File: src/rtl/rxq_pkg.sv
package rxq_pkg;

  typedef enum logic [2:0] {
    RX_IDLE,
    RX_START,
    RX_DATA,
    RX_PAR,
    RX_STOP,
    RX_HOLD
  } rx_state_e;

  localparam logic [1:0] SEL_EVERY = 2'b00;
  localparam logic [1:0] SEL_THREE = 2'b10;
  localparam logic [1:0] SEL_FULL  = 2'b11;

  // Decides whether a transfer that leaves `fill` words raises the pulse.
  function automatic logic irq_fire(input logic [1:0] sel, input int fill, input int depth);
    case (sel)
      SEL_THREE: return fill == depth - 1;
      SEL_FULL:  return fill == depth;
      default:   return 1'b1;
    endcase
  endfunction

  // Fill level after a transfer, given the level before and a same-cycle pop.
  function automatic int fill_after(input int fill_now, input logic popped);
    return fill_now + 1 - (popped ? 1 : 0);
  endfunction

endpackage

File: src/rtl/rxq_shifter.sv
module rxq_shifter
  import rxq_pkg::*;
#(
  parameter int DATA_W = 8,
  parameter int OSR    = 16,
  parameter bit PAR_EN = 1'b1
) (
  input  logic              clk,
  input  logic              rst_n,
  input  logic              tick,
  input  logic              rxd,
  input  logic              fifo_full,
  input  logic              ovr_clr,
  output logic              push,
  output logic [DATA_W-1:0] word_data,
  output logic              word_ferr,
  output logic              word_perr,
  output logic              overrun
);
  localparam int CNT_W = $clog2(OSR);
  localparam int BIT_W = (DATA_W > 1) ? $clog2(DATA_W) : 1;
  localparam int HALF  = OSR / 2;

  rx_state_e         state;
  logic [CNT_W-1:0]  cnt;
  logic [BIT_W-1:0]  bidx;
  logic [DATA_W-1:0] shreg;
  logic              pbit;

  function automatic logic par_bad(input logic [DATA_W-1:0] d, input logic p);
    return PAR_EN && ((^d) ^ p);
  endfunction

  wire bit_end   = tick && (cnt == CNT_W'(OSR - 1));
  wire start_mid = tick && (cnt == CNT_W'(HALF - 1));
  wire stop_evt  = (state == RX_STOP) && bit_end;

  assign push      = stop_evt && !fifo_full;
  assign word_data = shreg;
  assign word_ferr = !rxd;
  assign word_perr = par_bad(shreg, pbit);
  assign overrun   = (state == RX_HOLD);

  always_ff @(posedge clk) begin
    if (!rst_n) begin
      state <= RX_IDLE;
      cnt   <= '0;
      bidx  <= '0;
      shreg <= '0;
      pbit  <= 1'b0;
    end else begin
      case (state)
        RX_IDLE: begin
          if (tick && !rxd) begin
            state <= RX_START;
            cnt   <= '0;
          end
        end
        RX_START: begin
          if (start_mid) begin
            state <= rxd ? RX_IDLE : RX_DATA;
            cnt   <= '0;
            bidx  <= '0;
          end else if (tick) begin
            cnt <= cnt + 1'b1;
          end
        end
        RX_DATA: begin
          if (bit_end) begin
            cnt   <= '0;
            shreg <= {rxd, shreg[DATA_W-1:1]};
            if (bidx == BIT_W'(DATA_W - 1)) state <= PAR_EN ? RX_PAR : RX_STOP;
            else bidx <= bidx + 1'b1;
          end else if (tick) begin
            cnt <= cnt + 1'b1;
          end
        end
        RX_PAR: begin
          if (bit_end) begin
            cnt   <= '0;
            pbit  <= rxd;
            state <= RX_STOP;
          end else if (tick) begin
            cnt <= cnt + 1'b1;
          end
        end
        RX_STOP: begin
          if (bit_end) begin
            cnt   <= '0;
            state <= fifo_full ? RX_HOLD : RX_IDLE;
          end else if (tick) begin
            cnt <= cnt + 1'b1;
          end
        end
        RX_HOLD: begin
          if (ovr_clr) begin
            state <= RX_IDLE;
            shreg <= '0;
            pbit  <= 1'b0;
          end
        end
        default: state <= RX_IDLE;
      endcase
    end
  end


  ovr_cause_chk: assert property (@(posedge clk) disable iff (!rst_n)
    $rose(overrun) |-> $past(fifo_full));


  frozen_word_chk: assert property (@(posedge clk) disable iff (!rst_n)
    (overrun && !ovr_clr) |=> ($stable(shreg) && overrun));


  ovr_release_chk: assert property (@(posedge clk) disable iff (!rst_n)
    (overrun && ovr_clr) |=> !overrun);

endmodule

File: src/rtl/rxq_fifo.sv
module rxq_fifo #(
  parameter int W     = 10,
  parameter int DEPTH = 4
) (
  input  logic                       clk,
  input  logic                       rst_n,
  input  logic                       push,
  input  logic [W-1:0]               wr_word,
  input  logic                       pop_req,
  output logic                       pop_fire,
  output logic [W-1:0]               head,
  output logic [$clog2(DEPTH+1)-1:0] count,
  output logic                       full
);
  localparam int PW = (DEPTH > 1) ? $clog2(DEPTH) : 1;
  localparam int CW = $clog2(DEPTH + 1);

  logic [W-1:0]  mem [DEPTH];
  logic [PW-1:0] wr_ptr, rd_ptr;
  logic [CW-1:0] count_q;
  logic [W-1:0]  stale_q;

  function automatic logic [PW-1:0] ptr_inc(input logic [PW-1:0] p);
    return (p == PW'(DEPTH - 1)) ? '0 : p + 1'b1;
  endfunction

  assign pop_fire = pop_req && (count_q != '0);
  assign full     = (count_q == CW'(DEPTH));
  assign count    = count_q;
  assign head     = (count_q == '0) ? stale_q : mem[rd_ptr];

  always_ff @(posedge clk) begin
    if (push) mem[wr_ptr] <= wr_word;
  end

  always_ff @(posedge clk) begin
    if (!rst_n) begin
      wr_ptr  <= '0;
      rd_ptr  <= '0;
      count_q <= '0;
      stale_q <= '0;
    end else begin
      if (push) wr_ptr <= ptr_inc(wr_ptr);
      if (pop_fire) begin
        rd_ptr  <= ptr_inc(rd_ptr);
        stale_q <= mem[rd_ptr];
      end
      case ({push, pop_fire})
        2'b10:   count_q <= count_q + 1'b1;
        2'b01:   count_q <= count_q - 1'b1;
        default: count_q <= count_q;
      endcase
    end
  end


  no_overflow_chk: assert property (@(posedge clk) disable iff (!rst_n)
    push |-> (count_q < CW'(DEPTH)));


  push_avail_chk: assert property (@(posedge clk) disable iff (!rst_n)
    push |=> (count_q != '0));


  empty_read_chk: assert property (@(posedge clk) disable iff (!rst_n)
    (pop_req && count_q == '0 && !push) |=> ($stable(head) && count_q == '0));

endmodule

File: src/rtl/rxq_irq.sv
module rxq_irq
  import rxq_pkg::*;
#(
  parameter int DEPTH = 4
) (
  input  logic                       clk,
  input  logic                       rst_n,
  input  logic                       push,
  input  logic                       pop_fire,
  input  logic [$clog2(DEPTH+1)-1:0] count,
  input  logic [1:0]                 sel,
  output logic                       irq
);
  localparam int CW = $clog2(DEPTH + 1);

  wire hit = push && irq_fire(sel, fill_after(int'(count), pop_fire), DEPTH);

  always_ff @(posedge clk) begin
    if (!rst_n) irq <= 1'b0;
    else        irq <= hit;
  end


  irq_src_chk: assert property (@(posedge clk) disable iff (!rst_n)
    irq |-> $past(push));


  three_irq_chk: assert property (@(posedge clk) disable iff (!rst_n)
    (irq && $past(sel) == SEL_THREE) |-> (count == CW'(DEPTH - 1)));


  full_irq_chk: assert property (@(posedge clk) disable iff (!rst_n)
    (irq && $past(sel) == SEL_FULL) |-> (count == CW'(DEPTH)));

endmodule

File: src/rtl/rx_word_fifo.sv
module rx_word_fifo #(
  parameter int DATA_W = 8,
  parameter int DEPTH  = 4,
  parameter int OSR    = 16,
  parameter bit PAR_EN = 1'b1
) (
  input  logic              clk,
  input  logic              rst_n,
  input  logic              rxd,
  input  logic              baud_tick,
  input  logic              rd_stb,
  input  logic [1:0]        irq_sel,
  input  logic              ovr_clr,
  output logic [DATA_W-1:0] rx_data,
  output logic              rx_ferr,
  output logic              rx_perr,
  output logic              rx_avail,
  output logic              rx_irq,
  output logic              rx_overrun
);
  localparam int W  = DATA_W + 2;
  localparam int CW = $clog2(DEPTH + 1);

  logic              push, pop_fire, full;
  logic [DATA_W-1:0] w_data;
  logic              w_ferr, w_perr;
  logic [W-1:0]      head;
  logic [CW-1:0]     count;

  rxq_shifter #(.DATA_W(DATA_W), .OSR(OSR), .PAR_EN(PAR_EN)) u_shift (
    .clk(clk), .rst_n(rst_n), .tick(baud_tick), .rxd(rxd),
    .fifo_full(full), .ovr_clr(ovr_clr), .push(push),
    .word_data(w_data), .word_ferr(w_ferr), .word_perr(w_perr),
    .overrun(rx_overrun)
  );

  rxq_fifo #(.W(W), .DEPTH(DEPTH)) u_fifo (
    .clk(clk), .rst_n(rst_n), .push(push),
    .wr_word({w_perr, w_ferr, w_data}), .pop_req(rd_stb),
    .pop_fire(pop_fire), .head(head), .count(count), .full(full)
  );

  rxq_irq #(.DEPTH(DEPTH)) u_irq (
    .clk(clk), .rst_n(rst_n), .push(push), .pop_fire(pop_fire),
    .count(count), .sel(irq_sel), .irq(rx_irq)
  );

  assign rx_data  = head[DATA_W-1:0];
  assign rx_ferr  = head[DATA_W];
  assign rx_perr  = head[DATA_W+1];
  assign rx_avail = (count != '0);


  reset_empty_chk: assert property (@(posedge clk)
    !rst_n |=> (!rx_avail && !rx_overrun && !rx_irq));

endmodule

File: config.mk
export PLATFORM = sky130hd
export DESIGN_NAME = rx_word_fifo
export DESIGN_NICKNAME = d
export VERILOG_FILES = /design/src/rtl/rxq_pkg.sv /design/src/rtl/rxq_shifter.sv /design/src/rtl/rxq_fifo.sv /design/src/rtl/rxq_irq.sv /design/src/rtl/rx_word_fifo.sv
export SDC_FILE = /design/constraint.sdc
export NUM_CORES = 1
export LEC_CHECK = 0
export BUFFER_PORTS_ARGS = -buffer_cell sky130_fd_sc_hd__buf_2
export CELL_PAD_IN_SITES_DETAIL_PLACEMENT = 1
export CELL_PAD_IN_SITES_GLOBAL_PLACEMENT = 2
export CORE_MARGIN = 2
export CORE_UTILIZATION = 45
export CTS_CLUSTER_DIAMETER = 40
export CTS_CLUSTER_SIZE = 30
export DETAILED_ROUTE_END_ITERATION = 8
export PLACE_DENSITY = 0.91
export SKIP_CTS_REPAIR_TIMING = 1
export SLEW_MARGIN = 20
export SYNTH_ARGS = -nofsm -noshare
export SYNTH_HDL_FRONTEND = slang
export SYNTH_HIERARCHICAL = 1
export SYNTH_SLANG_ARGS = --single-unit
File: constraint.sdc
create_clock -name clk -period 4.5 [get_ports clk]
set_input_delay 0.675 -clock clk [delete_from_list [all_inputs] [get_ports clk]]
set_output_delay 0.675 -clock clk [all_outputs]
set_load 0.02 [all_outputs]
==> qor.yml <==
viasPerCell: 5.48
worst-setup-path-type: "reg -> out"
rsz0062_at_grt: "false"
worstHoldStart: "u_fifo/stale_q[1]$_SDFFE_PN0P_"
groute.usage.overall_pct: 18.7
clkTransAtPathRegs_ns: 0.08
cp-start-kind: "flop"
place_congestion: 0.748
vias: 2301
whs_path_depth: 2
async_flop_share_pct: 0
ys.flop_type: "edfxtp_1"
cts_tree: "yes"
drtPass1Iterations: 4
outcome: "finished, final reports clean"
max_slew.worst_pin.slew_ns: 0.743
worstPathArrival_ns: 2.17
period_needed_ns: 2.85
wl_um: 7280
r2r_end: "u_fifo/count[2]$_SDFFE_PN0P_"
worst-r2r-setup-slack_ns: 1.66
max_stage_delay_ns: 0.76
route.detailed.drc: 0
antenna_found_initial: 0
netlist_instances: 294
yosys_register_bits: 79
h-tree-depth: 3
antenna_left: 0
r2r-start: "u_shift/cnt[0]$_SDFFE_PN0P_"
crit_required_ns: 3.83
synth.net_count: 315
grt_max_degree: 24
path_cells: "mux4_2, mux2_2, buf_2"
finalSetupViolCount: 0
diodes: 0
port_buffers: 20
pre_cts_ws_ns: 1.44
routedWlPerCell_um: 17.3
final_core_util_pct: 52.3
area_delta_synth_final_pct: 11.4
fmax_ghz: 0.351
grt_pass1_wl_um: 12500
clock_latency_ns: 0.34
avgSynthCellArea_um2: 12.4
num_rows: 32
finalWorstSetupSlack_ns: 1.65
cts_buffers: 9
irDropWorstVdd_uv: 173
synth-warning-count: 6
clkSinkCount: 79
die_y_um: 94.0
netlist-cell-type-count: 51
syn_area_um2: 3640
drt_iter0_drc: 71
critPathSlowestCell: "dfxtp_1"
fp.dieArea_um2: 8840
hold_viol_final: 0
power_density_nw_per_um2: 346
overflow: 0
synth_seq_area_share_pct: 54.4
synth_edf_count: 40
setup_tns_ns: 0
first_global_vias: 2484
min_to: "u_fifo/stale_q[1]$_SDFFE_PN0P_"
drv_slew: 0
cts_root_buf: "clkbuf_8"
timing.final.crit_share_pct: 63.3
nets: 334
dp.final_hpwl_um: 5080
p_total_uw: 1400
slew_headroom_pct: 50.1
r2r_cells: 11
cap_violations: 0
holdCritPathClass: "reg -> reg"
post_route_cells_drive_above_1_share_pct: 19.5
cts_max_path_buffers: 2
final_cell_mix: "40 x edfxtp_1, 39 x dfxtp_1, 21 x nand2_1"
crit_fanout: 10
ios: 21
end_kind: "primary output"
fp.dieW_um: 94.0
start_util_pct: 46.9
p_leak_uw: 0.00153
layout_commonest_cell: "edfxtp_1"
placeableCoreArea_um2: 7770
final.setup_skew_ns: 0.00646
-- where the power goes --
group          total (uW)  internal [uW]  switching, uW
combinational        23.0           8.53           14.5
clock                 628            371            257
sequential            754            750           3.62
total                1400           1130            275
-- cell usage after synthesis (all sizes together) (3+ instances only) --
cell	count	area, um2
edfxtp	40	1200
dfxtp	39	781
nand2	21	78.8
and2	15	93.8
inv	13	48.8
ha	12	150
mux2i	12	120
nor2	12	45.0
clkbuf	10	37.5
mux2	10	113
mux4	10	225
o2bb2ai	10	87.6
a21oi	9	45.0
o21ai	8	40.0
xnor2	7	61.3
nor3	6	41.3
xor2	6	52.6
nand3	5	25.0
nor2b	5	31.3
and3	4	25.0
nand4	4	25.0
buf	3	21.3
or3	3	18.8
-- worst max-delay path, delay by kind of cell (launching register included) --
kind | cells | cell delay [ns]
muxes | 2 | 0.91
buffers and inverters | 1 | 0.16
DFF | 1 | 0.76
-- final cells by class --
cell class,count,area (um2)
Inverter,13,48.8
Fill cell,827,3710
Timing Repair Buffer,21,108
Sequential cell,79,1980
Clock buffer,11,131
Clock inverter,5,108
Multi-Input combinational cell,189,1560
Tap cell,102,128
-- cell families after synthesis --
family                   Yosys count  synth area share, %
AND/OR/NAND/NOR                   90                 14.1
flip-flops                        79                 54.4
buffers and inverters             26                 2.95
adder cells (fa/ha/maj)           13                 4.67
multiplexers                      32                 12.6
AO/OA/AOI/OAI                     41                 8.21
XOR/XNOR                          13                 3.12
-- layer usage --
| metal | global-route usage [%] | part of all wire [%] | vias up |
|---|---|---|---|
| met5 | 0 | 0 | - |
| met4 | 8.33 | 1.5 | 0 |
| met3 | 3.45 | 2.0 | 8 |
| met2 | 32.6 | 51 | 25 |
| met1 | 22.4 | 45 | 1150 |
| li1 | - | - | 1118 |
-- how the worst max path moves through the flow --
stage	to	start	slack (ns)
final	rx_data[2]	flop	1.65
after global routing	u_fifo/count[2]$_SDFFE_PN0P_	u_shift/cnt[0]$_SDFFE_PN0P_	1.35
after CTS	rx_data[2]	flop	1.58
after detailed placement	u_fifo/count[2]$_SDFFE_PN0P_	baud_tick	1.44
after global placement	u_fifo/count[2]$_SDFFE_PN0P_	baud_tick	1.60
after floorplan	u_fifo/count[2]$_SDFFE_PN0P_	baud_tick	1.72
-- registers in the layout (all words and copies together) (netlist names), 3 cells and up, named ones only --
register	cells
u_fifo/stale_q	10
u_fifo/count	3
u_shift/cnt	4
u_shift/word_data	8
u_shift/bidx	3
u_fifo/mem	40
u_shift/state	3
-- metrics by stage --
step | hold slack (ns) | cell area [um2] | instances
final | 0.466 | 4060 | 420
after global routing | 0.471 | 4060 | 420
after CTS | 0.467 | 4060 | 420
after detailed placement | 0.456 | 3820 | 404
after global placement | 0.443 | 3820 | 404
after floorplan | 0.436 | 3640 | 294
No activity file was read; power rests on OpenSTA's default activity.
